===== src/rtl/acc_alu_pkg.sv =====
`timescale 1ns/1ps
package acc_alu_pkg;

  localparam int OP_W   = 4;
  localparam int FLAG_W = 5;
  localparam int NIB_W  = 4;

  typedef enum logic [OP_W-1:0] {
    OP_ADD = 4'd0,
    OP_ADC = 4'd1,
    OP_SUB = 4'd2,
    OP_SBB = 4'd3,
    OP_AND = 4'd4,
    OP_OR  = 4'd5,
    OP_XOR = 4'd6,
    OP_CMP = 4'd7,
    OP_CMA = 4'd8,
    OP_STC = 4'd9,
    OP_CMC = 4'd10,
    OP_RLC = 4'd11,
    OP_RRC = 4'd12,
    OP_RAL = 4'd13,
    OP_RAR = 4'd14,
    OP_DAA = 4'd15
  } alu_op_e;

  // Flag word, most significant field first: sign, zero, half carry, parity, carry.
  typedef struct packed {
    logic s;
    logic z;
    logic ac;
    logic p;
    logic cy;
  } flags_t;

endpackage


===== src/rtl/acc_adder.sv =====
`timescale 1ns/1ps
// Shared add/subtract path. Subtraction is done as A + ~B + ~borrow,
// and both carries are inverted so that they read as borrows.
module acc_adder
  import acc_alu_pkg::*;
#(
  parameter int DATA_W = 8
) (
  input  logic [DATA_W-1:0] a_i,
  input  logic [DATA_W-1:0] b_i,
  input  logic              cin_i,
  input  logic              sub_i,
  output logic [DATA_W-1:0] sum_o,
  output logic              cy_o,
  output logic              ac_o
);

  logic [DATA_W-1:0] b_eff;
  logic              c_eff;
  logic [DATA_W:0]   full_sum;
  logic [NIB_W:0]    low_sum;

  always_comb begin
    b_eff    = sub_i ? ~b_i : b_i;
    c_eff    = sub_i ? ~cin_i : cin_i;
    full_sum = {1'b0, a_i} + {1'b0, b_eff} + {{DATA_W{1'b0}}, c_eff};
    low_sum  = {1'b0, a_i[NIB_W-1:0]} + {1'b0, b_eff[NIB_W-1:0]}
             + {{NIB_W{1'b0}}, c_eff};
  end

  assign sum_o = full_sum[DATA_W-1:0];
  assign cy_o  = full_sum[DATA_W] ^ sub_i;
  assign ac_o  = low_sum[NIB_W] ^ sub_i;

endmodule


===== src/rtl/acc_logic.sv =====
`timescale 1ns/1ps
// Bitwise operations, rotates and carry-only operations.
module acc_logic
  import acc_alu_pkg::*;
#(
  parameter int DATA_W = 8
) (
  input  alu_op_e           op_i,
  input  logic [DATA_W-1:0] a_i,
  input  logic [DATA_W-1:0] b_i,
  input  logic              cy_i,
  output logic [DATA_W-1:0] res_o,
  output logic              cy_o
);

  localparam int TOP = DATA_W - 1;

  always_comb begin
    res_o = a_i;
    cy_o  = cy_i;
    unique case (op_i)
      OP_AND: res_o = a_i & b_i;
      OP_OR:  res_o = a_i | b_i;
      OP_XOR: res_o = a_i ^ b_i;
      OP_CMA: res_o = ~a_i;
      OP_STC: cy_o  = 1'b1;
      OP_CMC: cy_o  = ~cy_i;
      OP_RLC: begin
        res_o = {a_i[TOP-1:0], a_i[TOP]};
        cy_o  = a_i[TOP];
      end
      OP_RRC: begin
        res_o = {a_i[0], a_i[TOP:1]};
        cy_o  = a_i[0];
      end
      OP_RAL: begin
        res_o = {a_i[TOP-1:0], cy_i};
        cy_o  = a_i[TOP];
      end
      OP_RAR: begin
        res_o = {cy_i, a_i[TOP:1]};
        cy_o  = a_i[0];
      end
      default: begin
        res_o = a_i;
        cy_o  = cy_i;
      end
    endcase
  end

endmodule


===== src/rtl/acc_decadj.sv =====
`timescale 1ns/1ps
// Packed-BCD correction. Digits are corrected from the least significant
// upward, and each test sees the value left by the corrections below it.
// The lowest digit also honours the half-carry flag, the highest digit honours carry.
module acc_decadj
  import acc_alu_pkg::*;
#(
  parameter int DATA_W = 8
) (
  input  logic [DATA_W-1:0] a_i,
  input  logic              ac_i,
  input  logic              cy_i,
  output logic [DATA_W-1:0] res_o,
  output logic              ac_o,
  output logic              cy_o
);

  localparam int DIGITS = DATA_W / NIB_W;
  localparam logic [DATA_W-1:0] SIX = DATA_W'(6);

  logic [DATA_W-1:0] work;
  logic              low_fix;
  logic              top_fix;
  logic [NIB_W:0]    low_sum;

  always_comb begin
    work    = a_i;
    low_fix = 1'b0;
    top_fix = 1'b0;
    for (int d = 0; d < DIGITS; d++) begin
      logic force_fix;
      logic apply;
      force_fix = ((d == 0) && ac_i) || ((d == DIGITS - 1) && cy_i);
      apply     = (work[d*NIB_W +: NIB_W] > 4'd9) || force_fix;
      if (apply) begin
        work = work + (SIX << (d * NIB_W));
      end
      if (d == 0)          low_fix = apply;
      if (d == DIGITS - 1) top_fix = apply;
    end
    low_sum = {1'b0, a_i[NIB_W-1:0]} + 5'd6;
  end

  assign res_o = work;
  assign ac_o  = low_fix & low_sum[NIB_W];
  assign cy_o  = top_fix | cy_i;

endmodule


===== src/rtl/acc_alu.sv =====
`timescale 1ns/1ps
module acc_alu
  import acc_alu_pkg::*;
#(
  parameter int DATA_W  = 8,
  parameter bit REG_OUT = 1'b1
) (
  input  logic              clk,
  input  logic              rst,
  input  logic [OP_W-1:0]   op_i,
  input  logic [DATA_W-1:0] acc_i,
  input  logic [DATA_W-1:0] opnd_i,
  input  logic [FLAG_W-1:0] flags_i,
  output logic [DATA_W-1:0] acc_o,
  output logic [FLAG_W-1:0] flags_o
);

  alu_op_e           op;
  flags_t            fin;
  flags_t            fnext;
  logic [DATA_W-1:0] res_next;
  logic [DATA_W-1:0] szp_src;

  logic              add_sub;
  logic              add_cin;
  logic [DATA_W-1:0] add_sum;
  logic              add_cy;
  logic              add_ac;

  logic [DATA_W-1:0] lg_res;
  logic              lg_cy;

  logic [DATA_W-1:0] da_res;
  logic              da_ac;
  logic              da_cy;

  assign op  = alu_op_e'(op_i);
  assign fin = flags_t'(flags_i);

  assign add_sub = (op == OP_SUB) || (op == OP_SBB) || (op == OP_CMP);
  assign add_cin = fin.cy && ((op == OP_ADC) || (op == OP_SBB));

  acc_adder #(.DATA_W(DATA_W)) u_add (
    .a_i   (acc_i),
    .b_i   (opnd_i),
    .cin_i (add_cin),
    .sub_i (add_sub),
    .sum_o (add_sum),
    .cy_o  (add_cy),
    .ac_o  (add_ac)
  );

  acc_logic #(.DATA_W(DATA_W)) u_logic (
    .op_i  (op),
    .a_i   (acc_i),
    .b_i   (opnd_i),
    .cy_i  (fin.cy),
    .res_o (lg_res),
    .cy_o  (lg_cy)
  );

  acc_decadj #(.DATA_W(DATA_W)) u_daa (
    .a_i   (acc_i),
    .ac_i  (fin.ac),
    .cy_i  (fin.cy),
    .res_o (da_res),
    .ac_o  (da_ac),
    .cy_o  (da_cy)
  );

  always_comb begin
    logic upd_szp;
    res_next = acc_i;
    fnext    = fin;
    szp_src  = acc_i;
    upd_szp  = 1'b0;
    unique case (op)
      OP_ADD, OP_ADC, OP_SUB, OP_SBB: begin
        res_next = add_sum;
        szp_src  = add_sum;
        fnext.cy = add_cy;
        fnext.ac = add_ac;
        upd_szp  = 1'b1;
      end
      OP_CMP: begin
        szp_src  = add_sum;
        fnext.cy = add_cy;
        fnext.ac = add_ac;
        upd_szp  = 1'b1;
      end
      OP_AND, OP_OR, OP_XOR: begin
        res_next = lg_res;
        szp_src  = lg_res;
        fnext.cy = 1'b0;
        fnext.ac = 1'b0;
        upd_szp  = 1'b1;
      end
      OP_DAA: begin
        res_next = da_res;
        szp_src  = da_res;
        fnext.cy = da_cy;
        fnext.ac = da_ac;
        upd_szp  = 1'b1;
      end
      default: begin
        res_next = lg_res;
        fnext.cy = lg_cy;
      end
    endcase
    if (upd_szp) begin
      fnext.s = szp_src[DATA_W-1];
      fnext.z = (szp_src == '0);
      fnext.p = ~^szp_src;
    end
  end

  generate
    if (REG_OUT) begin : g_reg
      logic [DATA_W-1:0] acc_q;
      logic [FLAG_W-1:0] flags_q;
      always_ff @(posedge clk) begin
        if (rst) begin
          acc_q   <= '0;
          flags_q <= '0;
        end else begin
          acc_q   <= res_next;
          flags_q <= fnext;
        end
      end
      assign acc_o   = acc_q;
      assign flags_o = flags_q;
    end else begin : g_comb
      assign acc_o   = res_next;
      assign flags_o = fnext;
    end
  endgenerate

endmodule


===== config.mk =====
export PLATFORM = sky130hd
export DESIGN_NAME = acc_alu
export DESIGN_NICKNAME = d
export VERILOG_FILES = /design/src/rtl/acc_alu_pkg.sv /design/src/rtl/acc_adder.sv /design/src/rtl/acc_logic.sv /design/src/rtl/acc_decadj.sv /design/src/rtl/acc_alu.sv
export SDC_FILE = /design/constraint.sdc
export NUM_CORES = 1
export LEC_CHECK = 0
export BUFFER_PORTS_ARGS = -buffer_cell sky130_fd_sc_hd__buf_2
export CORE_MARGIN = 2
export CORE_UTILIZATION = 40
export DETAILED_ROUTE_END_ITERATION = 10
export SYNTH_ARGS = -nofsm -noshare
export SYNTH_HDL_FRONTEND = slang
export SYNTH_HIERARCHICAL = 1
export SYNTH_SLANG_ARGS = --single-unit
export TNS_END_PERCENT = 50

===== constraint.sdc =====
create_clock -name clk -period 7.45 [get_ports clk]
set_input_delay 1.1175 -clock clk [delete_from_list [all_inputs] [get_ports clk]]
set_output_delay 1.1175 -clock clk [all_outputs]
set_load 0.01 [all_outputs]

==> metrics, run 1 <==
status=finished, final reports clean; Syn Inst Count=just over 400; Largest delay share family, worst path=simple AND/OR/NAND/NOR gates; syn nets=470; Clock Sinks=13; maxcap violations=0; CTS tree=done; crit path cell chain=buf_2, a21boi_4, nor3_2, xor2_1, fa_1, fa_1, a21oi_2, o22ai_1, or2_1, xor2_1, nor3b_1, o32ai_1, ha_1, xnor2_1, xnor2_1, o31ai_1; worst path required time=~7600 ps; antenna fix cells=0; area of the mapped netlist=3063 sq um; Power, Total=404.3 uW; Final ANT Viol Nets=0; Slew HR=27.29%; gpl congestion=about 0.9; CTS HTree Levels=1; final design area excluding fillers=3222 sq um; Fin Setup TNS=0 ps; leading cell type in the layout, fill and taps excluded=buf_2; Cell Area, Placed=around 3200 sq um; Routed Wire Length=9.247 mm; hold path start=flags_i[3]; Final Hold Viols=0; Layout Nets=485; Seq/Total Area, Yosys=8.497%; ratio of cells with drive above 1 in the final layout=16.67%; fin util=43.95%; DRT iter0 DRCs=311; Resized cells post-CTS=0; Crit. End Element=register; TritonCTS buffer count=3; commonest cells after routing, fill and taps aside=buf_2 (39), inv_1 (37), a21oi_1 (34); Initial Utilization=41.78%; Power Density=125.5 nW/um^2; Crit Path Category=input pin to register; Die Span Y=roughly 92 um; vias in the first global route=around 3,000; Final period util=76.77%; RSZ-0062 raised after global routing=no; CP Launch Type=input pin; Min Clock Period, post-route=5720 ps; Slew Limit Fails=0; Core ar.=7331 sq um; TritonRoute pass-1 iters=5; Port Buf Inserts=39; Die ar.=~8400 sq um; clock root cell=clkbuf_8; Post-synth EDFFs=0; chip width=91.51 um; CP max FO=37; DP HPWL=6.893 mm; ys async rst share=0%; Largest stage delay, worst path=910 ps; critical path arrival=5880 ps; Site Rows=31; Syn Area/Cell=about 7.4 sq um; #FFs+latches synth=13; Worst Max-Slew Pin Slew=approximately 1100 ps; CTS Buffer Depth=2; drt wl/cell=about 18 um; Ys Warns=6; Pleak=0.001406 uW; CP bufs+invs=1; largest net degree at the start of global routing=71; initial antenna violation count=0; maximum VDD drop=approximately 0.058 mV; Crit. Startpoint=op_i[0]; Layout area overhead=5.188%; top-level I/O count=40; Worst-path clk slew=50 ps; vias per cell=6.063; ys flop type=dfxtp_1; gr usage total=about 22%; Yosys cell types=78; endpoints failing setup=0; hold_buf cts=0; Min-Delay Path Class=input pin to register; fmax=0.1748 GHz; slowest CP cell=nor3_2; drt drc=0; Post-CTS Setup Bufs=0; gr ovfl total=0; Hold Slack=1148 ps; first-pass GRT wire length=approximately 15 mm; via count=3,183
[cell type report]
type                    instances  area (sq um)
well taps                      99         123.9
inverters                      39         147.6
multi-input cells             329          2435
flip-flops and latches         13         260.3
repair buffers                 41         210.2
clock buffers                   4         45.04
fillers                       782          4109
[report_power, final]
group / total, uW / internal [uW] / switching (uW)
logic: 261 / 108 / 153
clock network: 62.7 / 37.8 / 24.9
registers: 80.6 / 78.8 / 1.82
[state kept, by name (all words and copies together) (netlist names)]
signal / count
flags_o: 5
acc_o: 8
[worst min-delay path, delay by kind of cell]
kind,cells,cell delay (ps)
AOI/OAI and AO/OA,1,60
buffers and inverters,1,100
and+or+nand+nor,1,70
[kinds of logic (layout without fill, tap and decap cells)]
group                    after synthesis  after routing  share of synthesized area [%]
adder cells (fa/ha/maj)               31             31                          13.15
flip-flops                            13             13                          8.497
AO/OA/AOI/OAI                        143            143                          33.78
AND/OR/NAND/NOR                      126            126                          23.49
XOR/XNOR                              22             22                          6.536
multiplexers                           7              7                          2.369
buffers and inverters                 70             84                          12.17
[cells in the mapped netlist, types with 7 or more instances]
master	number	area share (%)
xor2_1	13	3.7
nor2b_1	13	2.7
o22ai_1	13	2.7
nand2_1	20	2.5
o21ai_0	16	2.6
nor3_1	12	2.0
buf_2	11	1.8
ha_1	29	12
xnor2_1	8	2.3
nor2_1	27	3.3
dfxtp_1	13	8.5
inv_1	37	4.5
nand3_1	8	1.3
o32ai_1	9	2.6
a211oi_1	8	2.0
nor3b_1	7	1.7
a21oi_1	34	5.6
buf_4	10	2.5
[path summary, 6_finish.rpt]
kind | endpoint | slack (ps) | cells past startpoint
worst max-delay path | flags_o[1] | 1730 | 16
worst min-delay path | flags_o[3] | 1150 | 3
[per-stage QoR]
stage	instances	worst slack, ps
after floorplan	412	2759
after global placement	521	1718
after detailed placement	521	1521
after CTS	525	1775
after global routing	525	1347
final	525	1730
[per-layer routing]
| metal | share of wire (%) | global-route usage (%) | vias up |
|---|---|---|---|
| met5 | 0 | 0 | - |
| met4 | 0.80 | 4.040 | 0 |
| met3 | 6.5 | 2.407 | 9 |
| met2 | 46 | 36.46 | 120 |
| met1 | 47 | 32.22 | 1514 |
| li1 | - | - | 1540 |
Note: power is estimated with default switching activity, not from simulation.
==> run 2, diff against run 1 <==
clock period = 5.3 ns   (was 7.45 ns; I/O delays follow)
==> metrics, run 2 (synthesized netlist as in run 1, its figures left out) <==
Crit. End Element=register; ratio of cells with drive above 1 in the final layout=roughly 18%; CTS tree=done; Clock Sinks=13; Slew Limit Fails=0; Finished Layout Cells=roughly 530; Crit Path Category=input pin to register; Port Buf Inserts=39; vias in the first global route=3,002; gpl congestion=0.9024; Routed Wire Length=9.321 mm; leading cell type in the layout, fill and taps excluded=buf_2; Worst-path clk slew=approximately 50 ps; CTS HTree Levels=1; maximum VDD drop=0.08284 mV; CP max FO=38; Layout area overhead=6.658%; fin util=44.56%; vias per cell=6.081; Min-Delay Path Class=input pin to register; largest net degree at the start of global routing=39; Largest stage delay, worst path=approximately 440 ps; Largest delay share family, worst path=adder cells; CTS Buffer Depth=2; pre-CTS setup slack=638.0 ps; first-pass GRT wire length=15.39 mm; Post-CTS Setup Bufs=0; antenna fix cells=0; max reg flops=8; crit path cell chain=buf_2, buf_4, nor2_1, nor3_2, buf_4, xor2_1, fa_1, fa_1, a21oi_2, o22ai_1, or2_1, xor2_1, nor3b_1, o32ai_1, ha_1, xnor2_1, xnor2_1, o31ai_1; fmax=0.2271 GHz; CP Launch Type=input pin; top-level I/O count=40; commonest cells after routing, fill and taps aside=buf_2 (39), inv_1 (37), a21oi_1 (34); status=finished, final reports clean; worst path required time=about 5500 ps; Core ar.=7331 sq um; Min Clock Period, post-route=4403 ps; Final period util=around 83%; gr ovfl total=0; maxcap violations=0; Resized cells post-CTS=0; Fin Setup TNS=0 ps; critical path arrival=between 4000 and 5000 ps; chip width=around 92 um; setup slack after layout=896.5 ps; DRT iter0 DRCs=291; Die Span Y=91.51 um; initial antenna violation count=0; number of placed cells counting well taps=~530; Initial Utilization=41.78%; TritonCTS buffer count=3; CP bufs+invs=3; Pleak=about 0.0014 uW; Final Hold Viols=0; drt wl/cell=around 18 um; gr usage total=22.34%; Filler cells=770; via count=3,229; hold_buf cts=0; Final ANT Viol Nets=0; drt drc=0; Worst Max-Slew Pin Slew=591.9 ps; Power Density=174.7 nW/um^2; DP HPWL=between 6 and 7 mm; clock root cell=clkbuf_8; Slew HR=between 60% and 70%; endpoints failing setup=0; Die ar.=roughly 8400 sq um; Site Rows=31; Layout Nets=491; RSZ-0062 raised after global routing=no; slowest CP cell=fa_1; TritonRoute pass-1 iters=5
## run 2: metal layers
layer  global-route usage (%)  vias to the layer above  share of wire, %
li1                         -                     1550                 -
met1                    32.93                     1503                47
met2                    34.56                      152                44
met3                    2.241                       24               6.3
met4                    5.429                        0               2.3
met5                        0                        -                 0
## run 2: through the flow
stage                     hold WS, ps  cell area [sq um]  total power, uW
after global placement           1072               3222            477.9
after floorplan                 867.8               3063            387.5
after global routing            838.3               3267            616.5
after detailed placement         1076               3222            480.1
after CTS                       827.6               3267            568.5
final                           831.2               3267            570.9
## run 2: power by group
group / switching (uW) / leakage, uW / internal, uW
clock network: 33.8 / 0.0000228 / 53.0
registers: 2.90 / 0.000108 / 111
logic: 216 / 0.00130 / 154
## run 2: final cells by class
type	instances	area (sq um)	share of cell area, %
clock buffer	4	45.04	1.379
inverter	39	147.6	4.519
multi-input combinational	329	2435	74.53
sequential	13	260.3	7.966
tap	99	123.9	3.792
timing repair buffer	47	255.2	7.813
## run 2: tightest hold or removal path: stages
cell,delay [ps]
buf_2,100
nand3_1,70
a21oi_1,60
## run 2: final timing paths
check / from / slack (ps) / depth (start not counted) / endpoint
max: op_i[2] / 900 / 18 / flags_o[1]
min: flags_i[3] / 830 / 3 / flags_o[3]
==> run 3, diff against run 2 <==
clock period = 4.2 ns   (was 5.3 ns; I/O delays follow)
==> metrics, run 3 (synthesized netlist as in run 1, its figures left out) <==
Cell Area, Placed=3274 sq um; ratio of cells with drive above 1 in the final layout=19.13%; Die ar.=8373 sq um; TritonCTS buffer count=3; DP HPWL=6.969 mm; sequential power share=19.5%; Final period util=just over 90%; Finished Layout Cells=~540; Routed Wire Length=approximately 9.5 mm; Worst Hold Path EP=flags_o[3]; Fin Setup TNS=0 ps; CP Launch Type=input pin; Min-Delay Path Class=input pin to register; max reg flops=8; initial antenna violation count=0; part of the total power dissipated in the clock network=around 15%; Worst-path clk slew=50 ps; Power, Total=between 700 and 800 uW; gr ovfl total=0; antenna fix cells=0; Layout Nets=498; Hold Path Stages=3; drt drc=0; Worst Max-Slew Pin Slew=569.2 ps; CTS HTree Levels=1; number of placed cells counting well taps=534; Min Clock Period, post-route=3905 ps; via count=3,245; final design area excluding fillers=about 3300 sq um; Slew HR=between 60% and 70%; Port Buf Inserts=39; Die Span Y=91.51 um; Final ANT Viol Nets=0; worst path required time=4360 ps; Crit Path Category=input pin to register; Core ar.=between 7000 and 8000 sq um; leading cell type in the layout, fill and taps excluded=buf_2; NetSw=321.6 uW; Sw Ratio=44.03%; TritonRoute pass-1 iters=5; vias per cell=6.032; Initial Utilization=41.78%; top-level I/O count=40; Pleak=0.001471 uW; status=finished, final reports clean; CTS tree=done; critical path arrival=4060 ps; Slew Limit Fails=0; CTS Buffer Depth=2; commonest cells after routing, fill and taps aside=buf_2 (39), inv_1 (37), a21oi_1 (34); gr usage total=22.46%; drt wl/cell=17.59 um; combinational power share=65.1%; DRT iter0 DRCs=291; vias in the first global route=2,929; endpoints failing setup=0; Layout area overhead=8.578%; Clock Sinks=13; largest net degree at the start of global routing=59; hold path start=flags_i[3]; Crit. End Element=register; RSZ-0062 raised after global routing=no; CP max FO=4; maxcap violations=0; chip width=approximately 90 um; fmax=0.2561 GHz; Site Rows=31; Final Hold Viols=0; Power Density=219.6 nW/um^2; clock root cell=clkbuf_8; P_int=a little over 400 uW; maximum VDD drop=between 0.1 and 0.15 mV; gpl congestion=0.8676; first-pass GRT wire length=15.38 mm
## run 3: changes by cell type in the layout (fill, tap and decap cells not counted), sizes merged
cell and delta:
buf +7
## run 3: metal layers
layer / vias to the layer above / GRT usage (%) / wire length [um] / share of wire (%)
met3: 15 / 2.324 / 621 / 6.6
met1: 1539 / 32.03 / 4251 / 45
li1: 1559 / - / - / -
met4: 0 / 5.051 / 180 / 1.9
met2: 132 / 36.21 / 4408 / 47
met5: - / 0 / 0 / 0
## run 3: critical path: stages
cell and delay [ps]:
buf_2 130, a21boi_4 150, nor3_4 220, xor2_1 130, fa_1 430, fa_1 430, a21oi_2 170, o22ai_1 130
or2_1 230, xor2_1 150, nor3b_1 140, o32ai_1 350, ha_1 300, xnor2_1 180, xnor2_1 90, o31ai_1 200
## run 3: final cells by class
class	count	area (sq um)
inverter	39	147.6
sequential	13	260.3
fill	776	4005
clock buffer	4	45.04
multi-input combinational	329	2441
timing repair buffer	54	307.8
tap	99	123.9
## run 3: worst max-delay path by stage
stage,startpoint,end,slack (ps),cells after the start
6_report,op_i[2],flags_o[1],290,16
5_1_grt,op_i[2],flags_o[1],60,16
4_1_cts,op_i[2],flags_o[1],230,16
3_5_place_dp,op_i[2],flags_o[1],4,16
3_3_place_gp,op_i[2],flags_o[1],110,16
2_1_floorplan,op_i[3],flags_o[1],60,17
## run 3: power by group through the flow
stage          sequential [uW]  clock [uW]  combinational [uW]
3_5_place_dp               146           0                 469
3_3_place_gp               145           0                 461
6_report                   143         112                 476
5_1_grt                    145         122                 527
2_1_floorplan              155           0                 334
4_1_cts                    143         115                 472
## run 3: through the flow
| step | hold slack [ps] | setup slack (ps) | utilization (%) |
|---|---|---|---|
| finish | 647.5 | 294.9 | 45.37 |
| floorplan | 702.8 | 59.21 | - |
| global placement | 903.0 | 109.3 | 44.67 |
| global route | 648.2 | 57.61 | 45.37 |
| CTS | 650.5 | 225.8 | 45.28 |
| detailed placement | 903.2 | 4.487 | 44.67 |
## run 3: repair_timing
item                                    in CTS  in global routing
gates resized for setup                      0                  1
buffers inserted                             0                  0
endpoints found under the setup margin       0                  1
hold buffers                                 0                  0
